===== src/rtl/lcd_pwrseq_pkg.sv =====
package lcd_pwrseq_pkg;

  typedef enum logic [2:0] {
    K_CMD, K_DAT, K_WAIT, K_RST_ON, K_RST_OFF, K_BL_ON, K_BL_OFF, K_END
  } step_kind_e;

  typedef struct packed {
    step_kind_e  kind;
    logic [7:0]  arg;
  } step_t;

  localparam int IDX_W = 7;
  localparam int WORD_W = 9;

  // Phase entry points inside the script ROM
  localparam logic [IDX_W-1:0] AT_PREPARE   = 7'd0;
  localparam logic [IDX_W-1:0] AT_ENABLE    = 7'd72;
  localparam logic [IDX_W-1:0] AT_DISABLE   = 7'd75;
  localparam logic [IDX_W-1:0] AT_UNPREPARE = 7'd78;

  // Gamma table slots
  localparam logic [IDX_W-1:0] GP_FIRST = 7'd34;
  localparam logic [IDX_W-1:0] GP_LAST  = 7'd47;
  localparam logic [IDX_W-1:0] GN_FIRST = 7'd49;
  localparam logic [IDX_W-1:0] GN_LAST  = 7'd62;

  // Delays in milliseconds
  localparam logic [7:0] MS_RST_HOLD  = 8'd30;
  localparam logic [7:0] MS_RST_SETTLE = 8'd120;
  localparam logic [7:0] MS_WAKE      = 8'd120;

  // Standard display command opcodes
  localparam logic [7:0] OP_SLEEP_IN  = 8'h10;
  localparam logic [7:0] OP_SLEEP_OUT = 8'h11;
  localparam logic [7:0] OP_INVERT_ON = 8'h21;
  localparam logic [7:0] OP_DISP_OFF  = 8'h28;
  localparam logic [7:0] OP_DISP_ON   = 8'h29;
  localparam logic [7:0] OP_ADDR_MODE = 8'h36;
  localparam logic [7:0] OP_PIX_FMT   = 8'h3A;

  function automatic step_t mk(input step_kind_e k, input logic [7:0] a);
    step_t s;
    s.kind = k;
    s.arg  = a;
    return s;
  endfunction

  // Serial word: flag bit 8 set for data, clear for command
  function automatic logic [WORD_W-1:0] word_of(input step_t s);
    return {(s.kind == K_DAT), s.arg};
  endfunction

  // Priority pick: prepare > enable > disable > unprepare
  function automatic logic [IDX_W-1:0] phase_entry(input logic [3:0] r);
    if (r[0])      return AT_PREPARE;
    else if (r[1]) return AT_ENABLE;
    else if (r[2]) return AT_DISABLE;
    else           return AT_UNPREPARE;
  endfunction

  function automatic logic [7:0] gamma_byte(input logic neg, input logic [3:0] k);
    case ({neg, k})
      5'h00: return 8'hD0;  5'h01: return 8'h0A;  5'h02: return 8'h0E;
      5'h03: return 8'h08;  5'h04: return 8'h09;  5'h05: return 8'h07;
      5'h06: return 8'h2D;  5'h07: return 8'h33;  5'h08: return 8'h3D;
      5'h09: return 8'h34;  5'h0A: return 8'h0A;  5'h0B: return 8'h0A;
      5'h0C: return 8'h1B;  5'h0D: return 8'h28;
      5'h10: return 8'hD0;  5'h11: return 8'h0A;  5'h12: return 8'h0F;
      5'h13: return 8'h08;  5'h14: return 8'h08;  5'h15: return 8'h07;
      5'h16: return 8'h2E;  5'h17: return 8'h54;  5'h18: return 8'h40;
      5'h19: return 8'h34;  5'h1A: return 8'h09;  5'h1B: return 8'h0B;
      5'h1C: return 8'h1B;  5'h1D: return 8'h28;
      default: return 8'h00;
    endcase
  endfunction

  function automatic step_t script_step(input logic [IDX_W-1:0] i);
    logic [IDX_W-1:0] off;
    if (i >= GP_FIRST && i <= GP_LAST) begin
      off = i - GP_FIRST;
      return mk(K_DAT, gamma_byte(1'b0, off[3:0]));
    end
    if (i >= GN_FIRST && i <= GN_LAST) begin
      off = i - GN_FIRST;
      return mk(K_DAT, gamma_byte(1'b1, off[3:0]));
    end
    case (i)
      7'd0:  return mk(K_RST_ON,  8'h00);
      7'd1:  return mk(K_WAIT,    MS_RST_HOLD);
      7'd2:  return mk(K_RST_OFF, 8'h00);
      7'd3:  return mk(K_WAIT,    MS_RST_SETTLE);
      7'd4:  return mk(K_CMD,     OP_SLEEP_OUT);
      7'd5:  return mk(K_WAIT,    MS_WAKE);
      7'd6:  return mk(K_CMD, OP_ADDR_MODE);  7'd7:  return mk(K_DAT, 8'h00);
      7'd8:  return mk(K_CMD, OP_PIX_FMT);    7'd9:  return mk(K_DAT, 8'h66);
      7'd10: return mk(K_CMD, 8'hB2);
      7'd11: return mk(K_DAT, 8'h0C);  7'd12: return mk(K_DAT, 8'h0C);
      7'd13: return mk(K_DAT, 8'h00);  7'd14: return mk(K_DAT, 8'h33);
      7'd15: return mk(K_DAT, 8'h33);
      7'd16: return mk(K_CMD, 8'hB7);  7'd17: return mk(K_DAT, 8'h35);
      7'd18: return mk(K_CMD, 8'hBB);  7'd19: return mk(K_DAT, 8'h2B);
      7'd20: return mk(K_CMD, 8'hC0);  7'd21: return mk(K_DAT, 8'h2C);
      7'd22: return mk(K_CMD, 8'hC2);  7'd23: return mk(K_DAT, 8'h01);
      7'd24: return mk(K_CMD, 8'hC3);  7'd25: return mk(K_DAT, 8'h0F);
      7'd26: return mk(K_CMD, 8'hC4);  7'd27: return mk(K_DAT, 8'h20);
      7'd28: return mk(K_CMD, 8'hC6);  7'd29: return mk(K_DAT, 8'h0F);
      7'd30: return mk(K_CMD, 8'hD0);  7'd31: return mk(K_DAT, 8'hA4);
      7'd32: return mk(K_DAT, 8'hA1);
      7'd33: return mk(K_CMD, 8'hE0);
      7'd48: return mk(K_CMD, 8'hE1);
      7'd63: return mk(K_CMD, OP_INVERT_ON);
      7'd64: return mk(K_CMD, 8'hB0);  7'd65: return mk(K_DAT, 8'h11);
      7'd66: return mk(K_DAT, 8'hF0);
      7'd67: return mk(K_CMD, 8'hB1);  7'd68: return mk(K_DAT, 8'hEE);
      7'd69: return mk(K_DAT, 8'h08);  7'd70: return mk(K_DAT, 8'h14);
      7'd71: return mk(K_END, 8'h00);
      7'd72: return mk(K_BL_ON,  8'h00);
      7'd73: return mk(K_CMD,    OP_DISP_ON);
      7'd74: return mk(K_END,    8'h00);
      7'd75: return mk(K_CMD,    OP_DISP_OFF);
      7'd76: return mk(K_BL_OFF, 8'h00);
      7'd77: return mk(K_END,    8'h00);
      7'd78: return mk(K_CMD,    OP_SLEEP_IN);
      default: return mk(K_END,  8'h00);
    endcase
  endfunction

endpackage


===== src/rtl/lcd_pwrseq_timer.sv =====
module lcd_pwrseq_timer #(
  parameter int TICKS_PER_MS = 100000
) (
  input  logic       clk,
  input  logic       rst_n,
  input  logic       start,
  input  logic [7:0] ms,
  output logic       expired
);
  localparam int TW = (TICKS_PER_MS > 1) ? $clog2(TICKS_PER_MS) : 1;
  localparam logic [TW-1:0] TICK_LAST = TW'(TICKS_PER_MS - 1);

  logic          running;
  logic [7:0]    ms_left;
  logic [TW-1:0] tick;

  always_ff @(posedge clk or negedge rst_n) begin
    if (!rst_n) begin
      running <= 1'b0;
      ms_left <= '0;
      tick    <= '0;
      expired <= 1'b0;
    end else begin
      expired <= 1'b0;
      if (start) begin
        running <= 1'b1;
        ms_left <= ms;
        tick    <= '0;
      end else if (running) begin
        if (ms_left == 8'd0) begin
          running <= 1'b0;
          expired <= 1'b1;
        end else if (tick == TICK_LAST) begin
          tick    <= '0;
          ms_left <= ms_left - 8'd1;
        end else begin
          tick <= tick + 1'b1;
        end
      end
    end
  end
endmodule


===== src/rtl/lcd_pwrseq_spi9.sv =====
module lcd_pwrseq_spi9 #(
  parameter int SCLK_HALF = 4
) (
  input  logic       clk,
  input  logic       rst_n,
  input  logic       start,
  input  logic [8:0] word,
  output logic       cs_n,
  output logic       sclk,
  output logic       sdo,
  output logic       busy,
  output logic       sent
);
  localparam int DW = (SCLK_HALF > 1) ? $clog2(SCLK_HALF) : 1;
  localparam logic [DW-1:0] DIV_LAST = DW'(SCLK_HALF - 1);

  typedef enum logic [1:0] {S_IDLE, S_LOW, S_HIGH, S_GAP} tx_state_e;
  tx_state_e     state;
  logic [DW-1:0] div;
  logic [8:0]    sh;
  logic [3:0]    bits_left;
  logic          half_end;

  assign half_end = (div == DIV_LAST);
  assign busy     = (state != S_IDLE);

  always_ff @(posedge clk or negedge rst_n) begin
    if (!rst_n) begin
      state     <= S_IDLE;
      div       <= '0;
      sh        <= '0;
      bits_left <= '0;
      cs_n      <= 1'b1;
      sclk      <= 1'b0;
      sdo       <= 1'b0;
      sent      <= 1'b0;
    end else begin
      sent <= 1'b0;
      case (state)
        S_IDLE: if (start) begin
          cs_n      <= 1'b0;
          sdo       <= word[8];
          sh        <= {word[7:0], 1'b0};
          bits_left <= 4'd8;
          div       <= '0;
          state     <= S_LOW;
        end
        S_LOW: if (half_end) begin
          div   <= '0;
          sclk  <= 1'b1;
          state <= S_HIGH;
        end else div <= div + 1'b1;
        S_HIGH: if (half_end) begin
          div  <= '0;
          sclk <= 1'b0;
          if (bits_left == 4'd0) begin
            cs_n  <= 1'b1;
            state <= S_GAP;
          end else begin
            sdo       <= sh[8];
            sh        <= {sh[7:0], 1'b0};
            bits_left <= bits_left - 4'd1;
            state     <= S_LOW;
          end
        end else div <= div + 1'b1;
        S_GAP: if (half_end) begin
          div   <= '0;
          sent  <= 1'b1;
          state <= S_IDLE;
        end else div <= div + 1'b1;
        default: state <= S_IDLE;
      endcase
    end
  end
endmodule


===== src/rtl/lcd_pwrseq_engine.sv =====
module lcd_pwrseq_engine
  import lcd_pwrseq_pkg::*;
(
  input  logic              clk,
  input  logic              rst_n,
  input  logic [3:0]        req,
  input  logic              tx_sent,
  input  logic              tmr_expired,
  output logic              tx_start,
  output logic [WORD_W-1:0] tx_word,
  output logic              tmr_start,
  output logic [7:0]        tmr_ms,
  output logic              lcd_rst_n,
  output logic              bl_en,
  output logic              busy,
  output logic              done,
  output logic              accept
);
  typedef enum logic [1:0] {E_IDLE, E_RUN, E_TX, E_TMR} eng_state_e;
  eng_state_e       state;
  logic [IDX_W-1:0] idx;
  step_t            cur;

  assign cur    = script_step(idx);
  assign accept = (state == E_IDLE) && (|req);

  always_ff @(posedge clk or negedge rst_n) begin
    if (!rst_n) begin
      state     <= E_IDLE;
      idx       <= '0;
      tx_start  <= 1'b0;
      tx_word   <= '0;
      tmr_start <= 1'b0;
      tmr_ms    <= '0;
      lcd_rst_n <= 1'b1;
      bl_en     <= 1'b0;
      busy      <= 1'b0;
      done      <= 1'b0;
    end else begin
      tx_start  <= 1'b0;
      tmr_start <= 1'b0;
      done      <= 1'b0;
      case (state)
        E_IDLE: if (accept) begin
          idx   <= phase_entry(req);
          busy  <= 1'b1;
          state <= E_RUN;
        end
        E_RUN: begin
          case (cur.kind)
            K_CMD, K_DAT: begin
              tx_word  <= word_of(cur);
              tx_start <= 1'b1;
              idx      <= idx + 7'd1;
              state    <= E_TX;
            end
            K_WAIT: begin
              tmr_ms    <= cur.arg;
              tmr_start <= 1'b1;
              idx       <= idx + 7'd1;
              state     <= E_TMR;
            end
            K_RST_ON:  begin lcd_rst_n <= 1'b0; idx <= idx + 7'd1; end
            K_RST_OFF: begin lcd_rst_n <= 1'b1; idx <= idx + 7'd1; end
            K_BL_ON:   begin bl_en <= 1'b1;     idx <= idx + 7'd1; end
            K_BL_OFF:  begin bl_en <= 1'b0;     idx <= idx + 7'd1; end
            default: begin
              busy  <= 1'b0;
              done  <= 1'b1;
              state <= E_IDLE;
            end
          endcase
        end
        E_TX:  if (tx_sent)     state <= E_RUN;
        E_TMR: if (tmr_expired) state <= E_RUN;
        default: state <= E_IDLE;
      endcase
    end
  end
endmodule


===== src/rtl/lcd_pwrseq.sv =====
module lcd_pwrseq
  import lcd_pwrseq_pkg::*;
#(
  parameter int TICKS_PER_MS = 100000,
  parameter int SCLK_HALF    = 4
) (
  input  logic clk,
  input  logic rst_n,
  input  logic req_prepare,
  input  logic req_enable,
  input  logic req_disable,
  input  logic req_unprepare,
  output logic lcd_rst_n,
  output logic lcd_cs_n,
  output logic lcd_sclk,
  output logic lcd_sdo,
  output logic lcd_bl_en,
  output logic busy,
  output logic done
);
  logic              eng_accept;
  logic              tx_start, tx_busy, tx_sent;
  logic [WORD_W-1:0] tx_word;
  logic              tmr_start, tmr_expired;
  logic [7:0]        tmr_ms;

  lcd_pwrseq_engine u_engine (
    .clk         (clk),
    .rst_n       (rst_n),
    .req         ({req_unprepare, req_disable, req_enable, req_prepare}),
    .tx_sent     (tx_sent),
    .tmr_expired (tmr_expired),
    .tx_start    (tx_start),
    .tx_word     (tx_word),
    .tmr_start   (tmr_start),
    .tmr_ms      (tmr_ms),
    .lcd_rst_n   (lcd_rst_n),
    .bl_en       (lcd_bl_en),
    .busy        (busy),
    .done        (done),
    .accept      (eng_accept)
  );

  lcd_pwrseq_spi9 #(.SCLK_HALF(SCLK_HALF)) u_spi (
    .clk   (clk),
    .rst_n (rst_n),
    .start (tx_start),
    .word  (tx_word),
    .cs_n  (lcd_cs_n),
    .sclk  (lcd_sclk),
    .sdo   (lcd_sdo),
    .busy  (tx_busy),
    .sent  (tx_sent)
  );

  lcd_pwrseq_timer #(.TICKS_PER_MS(TICKS_PER_MS)) u_timer (
    .clk     (clk),
    .rst_n   (rst_n),
    .start   (tmr_start),
    .ms      (tmr_ms),
    .expired (tmr_expired)
  );
endmodule


===== config.mk =====
export PLATFORM = sky130hd
export DESIGN_NAME = lcd_pwrseq
export DESIGN_NICKNAME = d
export VERILOG_FILES = /design/src/rtl/lcd_pwrseq_pkg.sv /design/src/rtl/lcd_pwrseq_timer.sv /design/src/rtl/lcd_pwrseq_spi9.sv /design/src/rtl/lcd_pwrseq_engine.sv /design/src/rtl/lcd_pwrseq.sv
export SDC_FILE = /design/constraint.sdc
export NUM_CORES = 1
export LEC_CHECK = 0
export ABC_AREA = 1
export BUFFER_PORTS_ARGS = -buffer_cell sky130_fd_sc_hd__buf_4
export CORE_MARGIN = 2
export CORE_UTILIZATION = 48
export CTS_CLUSTER_SIZE = 14
export DETAILED_ROUTE_END_ITERATION = 12
export PLACE_DENSITY_LB_ADDON = 0.05
export SYNTH_ARGS = -nofsm -noshare
export SYNTH_HDL_FRONTEND = slang
export SYNTH_HIERARCHICAL = 1
export SYNTH_SLANG_ARGS = --single-unit

===== constraint.sdc =====
create_clock -name clk -period 3.25 [get_ports clk]
set_clock_uncertainty 0.05 [all_clocks]
set_input_delay 0.325 -clock clk [delete_from_list [all_inputs] [get_ports clk]]
set_output_delay 0.325 -clock clk [all_outputs]
set_load 0.1 [all_outputs]

; After elaboration in Yosys (flattened, before gate mapping)
; Memories as Yosys holds them, arrays and structs flattened.
; Cells that the tools add are included.
[totals]
regBits = 80
mem_bits_ro = 1792
output_inout_bits = 7
elab_cells = 169
n_memories = 3
[classes]
n_addsub = 7
n_lt_le_gt_ge = 4
n_eq_ne = 27
mux = 73
reduce_logical = 33
[mem_list]
columns = memory, words, word_bits, rd, rd_clocked_by_memory_dff, wr, line_no
row1 = (name not given), 128, 11, 1, 0, 0, lcd_pwrseq_pkg.sv:87  ; case (i)
row2 = (name not given), 32, 8, 1, 0, 0, lcd_pwrseq_pkg.sv:62  ; case ({neg, k})
row3 = (name not given), 16, 8, 1, 0, 0, lcd_pwrseq_pkg.sv:62
[ops]
columns = operator, count
row1 = $mux 17, 4
row2 = $mux 11, 4
row3 = $mux 8, 4
row4 = $mux 7, 4
row5 = $mux 1, 27
row6 = $mux 9, 3
row7 = $mux 2, 10
row8 = $pmux 9 s2, 1
row9 = $add 17x1->17 const B, 1
row10 = $eq 17x17->1 const B, 1
row11 = $pmux 2 s4, 2
row12 = $reduce_and 4->1, 4
row13 = $ge 7x6->1 const B, 2
row14 = $le 7x6->1 const B, 2
row15 = $ne 2x2->1 const B, 7
row16 = $pmux 7 s2, 1
row17 = $reduce_bool 2->1, 7
row18 = $mux 4, 3
row19 = $ne 2x1->1 const B, 6
row20 = $pmux 1 s2, 6
row21 = $reduce_and 3->1, 4
row22 = $eq 2x2->1 const B, 5
row23 = $reduce_and 2->1, 5
row24 = $eq 3x3->1 const B, 3
row25 = other kinds (21), 28

; Longest topological paths before layout
[depth]
ltp_word = 10
depth_mapped = 16
depth_no_buf = 15

; Modules after synthesis
; The synthesis kept the hierarchy.
[modules_own_cells]
columns = module, n_inst, cells_per_inst, area_each_um2, seq_area_each_um2
row1 = lcd_pwrseq_engine, 1, 458, 3085.5, 802.0
row2 = lcd_pwrseq_timer, 1, 280, 1825.5, 675.6
row3 = lcd_pwrseq_spi9, 1, 143, 1171.1, 501.7

; Worst setup path before layout
; Ideal clock, no wire load.
[synth_path]
path_kind = flip-flop to flip-flop
from = register u_engine.idx[0]
to = register u_engine.idx[0]
setup_time_ps = 126
t_arrival_ps = 2160
setup_slack_ps = 914
stages_incl_launch_ff = 16
path_buffers = 2
period_less_slack_ps = 2336
path_cell_list = dfrtp_1 -> buf_4 -> inv_1 -> ha_1 -> ha_1 -> nand3_1 -> nand3_1 -> nand2_1 -> nand3_2 -> nor2_8 -> nand3_4 -> nand2_2 -> nand2_2 -> buf_6 -> nand2_2 -> o21ai_2
[synth_between]
elab_chain_cells = 10
word_cells_on_any_way = 26
classes_between = 1 x add/sub / 4 x order compare / 7 x eq/ne / 8 x mux / 5 x reduce/logical / 1 x memory
[synth_lines]
columns = item, line_no
row1 = start: declaration, lcd_pwrseq_engine.sv:21  ; logic [IDX_W-1:0] idx;
row2 = start signal: assignment, lcd_pwrseq_engine.sv:45  ; idx <= phase_entry(req);
row3 = start signal: assignment, lcd_pwrseq_engine.sv:54  ; idx <= idx + 7'd1;
row4 = start signal: assignment, lcd_pwrseq_engine.sv:60  ; idx <= idx + 7'd1;
row5 = $ge 7x6->1 or $le 7x6->1 (tied branches), lcd_pwrseq_pkg.sv:83  ; if (i >= GN_FIRST && i <= GN_LAST) begin
row6 = $logic_and 1x1->1, lcd_pwrseq_pkg.sv:83
row7 = $mux 1 (2 in a row), lcd_pwrseq_pkg.sv:83
row8 = $mux 11, lcd_pwrseq_pkg.sv:87
row9 = $mux 11, lcd_pwrseq_pkg.sv:83
row10 = "$eq 3x2->1, or another cell as far along", lcd_pwrseq_engine.sv:50  ; case (cur.kind)
row11 = $reduce_or 7->1 (no line), --
row12 = $ne 2x2->1 (no line), --
row13 = $reduce_and 3->1 (no line), --
; Several ways; a longest one is shown, not always the timed one. The select of a mux whose other input is x is not followed.
; A chain may end at the register's enable or synchronous reset.

; Final worst setup path
[layout_path]
from = register u_engine.idx[2]
to = register u_engine.idx[6]
; Same word-level chain as after synthesis.

==> out/qor.yml <==
crit_slowest_cell: "dfrtp_1"
synth_top_area_frac: 0.317
syn_area_um2: 6080
setup_viol: 0
coreArea_um2: 12500
worstSetupPathType: "reg2reg"
cp_top_family: "simple AND/OR/NAND/NOR gates"
slew_headroom: 0.309
maxCapViolCount: 0
min_path_type: "in2async"
reg2reg_depth: 13
fmax_mhz: 357
htreeDepth: 3
first_pass_iters: 6
max_slew.worst_pin.slew_ps: 1040
cp-end-kind: "register"
overflow: 0
nets: 921
die_area_um2: 13600
synth_seq_cells: 79
postCtsSetupRepairBufs: 0
yosysTopAreaCell: "dfrtp_1"
hold_viol: 0
vias_per_cell: 5.44
synth-main-ff-cell: "dfrtp_1"
avgSynthCellArea_um2: 6.90
synth_common_cells: "nand2_1 (288), inv_1 (87), nor2_1 (80)"
yosysMostFrequentCell: "nand2_1"
crit_required_ps: 3430
dieWidth_um: 117
initial_core_util: 0.486
crit_top_cell: "nand2_2"
worstSkewPairLatency_ps: 340
postSynthCellCount: 881
yosys.cell_types.count: 47
drv_slew: 0
fin_hold_ws_ps: 68.9
fp-row-count: 41
fin_crit_sh: 0.863
critPathArrivalTime_ps: 2980
p_leak_nw: 3.28
cts_resized: 0
drtIter0Drc: 476
crit_chain: "inv_2 -> ha_1 -> inv_1 -> a21oi_1 -> nand3_1 -> nand2_2 -> nand2_2 -> nor2_8 -> nand3_4 -> nand2_2 -> nand2_2 -> nand2_1 -> o21ai_2"
peakVddDrop_mv: 0.410
dp_hpwl_mm: 12.2
syn_to_final_growth_pct: 8.29
hold_buffers: 0
crit_buf_inv: 2
design_area_um2: 6590
io_buffers: 12
grt_first_pass_wirelength_mm: 26.8
min_period_ps: 2810
synth-seq-area-share: 0.325
wl_per_cell_um: 15.4
antenna_found_initial: 0
grt_max_degree: 80
ant_nets: 0
num_vias: 5783
status: "finished clean"
cts_tree: "yes"
synth_nets: 915
rsz0062_at_grt: "no"
cts-root-buf: "clkbuf_16"
synthTopCellsByArea: "dfrtp_1 (32%), nand2_1 (18%), ha_1 (5.8%), nand3_1 (5.7%), inv_1 (5.4%)"
grt_usage: 0.253
clkSinkCount: 79
dpl_cell_area_um2: 6270
die_h_um: 117
diodes: 0
p_per_area_nw_per_um2: 898
worstPathMaxFanout: 14
drc: 0
drive_above_1_share: 0.123
async_flop_share: 1.00
io_pins: 13
routed_wl_mm: 16.4
grt_pass1_vias: 5359
synth-edff-count: 0
gp_congestion: 1.12
path_depth: 13
tns_ps: 0
cp-start-kind: "register"
synth_warnings: 6
cts.clk_slew.worst_paths_ps: 60
max_stage_delay_ps: 470
cts_buffer_depth: 2
cts_buffers: 9
-- cells in the final DEF (no fill, tap or decap), types with 2 or more instances in the layout --
cell type    n
nand2_2     18
o221ai_1     2
a21oi_1     23
clkinv_2     2
o21bai_1    15
dfrtp_1     77
nand2_1    288
nand2_4      3
clkbuf_16    9
nor2_4       5
inv_1       87
bufinv_16    2
nand3_4      4
nor3_1       7
o21ai_1      8
nand3_1     69
o21a_1       2
nor2_2       8
clkbuf_1     2
clkinv_1     2
nand4_1     20
buf_4       20
dfstp_2      2
or2_2        2
o21ai_2      8
nor2_8       2
xor2_1       2
clkinv_4     2
o21ai_0     45
ha_1        28
nand3_2      6
o211ai_1    10
o22ai_1      3
inv_4        2
nor2_1      80
nand3b_1     3
a21oi_4      2
inv_2       11
xnor2_1      2
o31ai_1      2
-- state kept, by name, indices dropped and copies added, names as in the netlist, 2 cells and up --
| signal | count |
|---|---|
| u_spi/div | 2 |
| u_engine/state | 2 |
| u_engine/idx | 7 |
| u_spi/state | 2 |
| u_spi/sh | 8 |
| u_timer/tick | 17 |
| u_spi/bits_left | 4 |
| u_engine/tmr_ms | 8 |
| u_engine/tx_word | 9 |
| u_timer/ms_left | 8 |
-- worst paths after layout --
kind / from / end / slack, ps
setup / recovery: u_engine/idx[2] / u_engine/idx[6] / 440
hold / removal: rst_n / u_timer/ms_left[4] / 70
setup reg to reg: u_engine/idx[2] / u_engine/idx[6] / 440
hold reg to reg: u_engine/tmr_ms[0] / u_engine/tmr_ms[0] / 430
max in group asynchronous: rst_n / u_spi/div[0] / 2370
min in group clk: req_disable / u_engine/idx[2] / 270
-- metal layers --
metal | GRT usage | vias up | wire length [um]
li1 | - | 2865 | -
met5 | 0 | - | 0
met4 | 0.0878 | 0 | 352
met3 | 0.0394 | 27 | 846
met1 | 0.339 | 2727 | 7530
met2 | 0.417 | 164 | 7700
-- area by class of cell --
type / instances / area [um^2]
Fill cell: 1291 / 5930
Multi-Input combinational cell: 674 / 3530
Sequential cell: 79 / 1980
Inverter: 103 / 393
Clock buffer: 11 / 233
Tap cell: 172 / 215
Timing Repair Buffer: 20 / 150
Clock inverter: 5 / 82.6
-- report_power, final --
group	internal [W]	switching (W)
Sequential	0.00123	0.000219
Combinational	0.00102	0.00236
Clock	0.000674	0.000405
-- worst reg2reg max path, cell delays in order (launching register included) --
cell and delay, ps:
dfrtp_1 470, inv_2 310, ha_1 320, inv_1 60
a21oi_1 260, nand3_1 130, nand2_2 200, nand2_2 140
nor2_8 160, nand3_4 90, nand2_2 60, nand2_2 210
nand2_1 160, o21ai_2 60
-- per-stage QoR --
| stage | worst slack [ps] | cells | util | total power (W) |
|---|---|---|---|---|
| 3_5_place_dp | 541 | 1048 | 0.501 | 0.00478 |
| 4_1_cts | 514 | 1064 | 0.526 | 0.00589 |
| 2_1_floorplan | 914 | 881 | - | 0.00402 |
| 3_3_place_gp | 443 | 1048 | 0.501 | 0.00477 |
| 5_1_grt | 250 | 1064 | 0.526 | 0.00638 |
| 6_report | 445 | 1064 | 0.526 | 0.00591 |
-- cell families (layout without fill, tap and decap cells) --
family | after synthesis | after routing | synth area share
flip-flops | 79 | 79 | 0.325
adder cells (fa/ha/maj) | 28 | 28 | 0.0576
buffers and inverters | 128 | 139 | 0.0936
AND/OR/NAND/NOR | 517 | 517 | 0.390
XOR/XNOR | 4 | 4 | 0.00576
AO/OA/AOI/OAI | 125 | 125 | 0.128
Power figures use the tool's default switching activity.
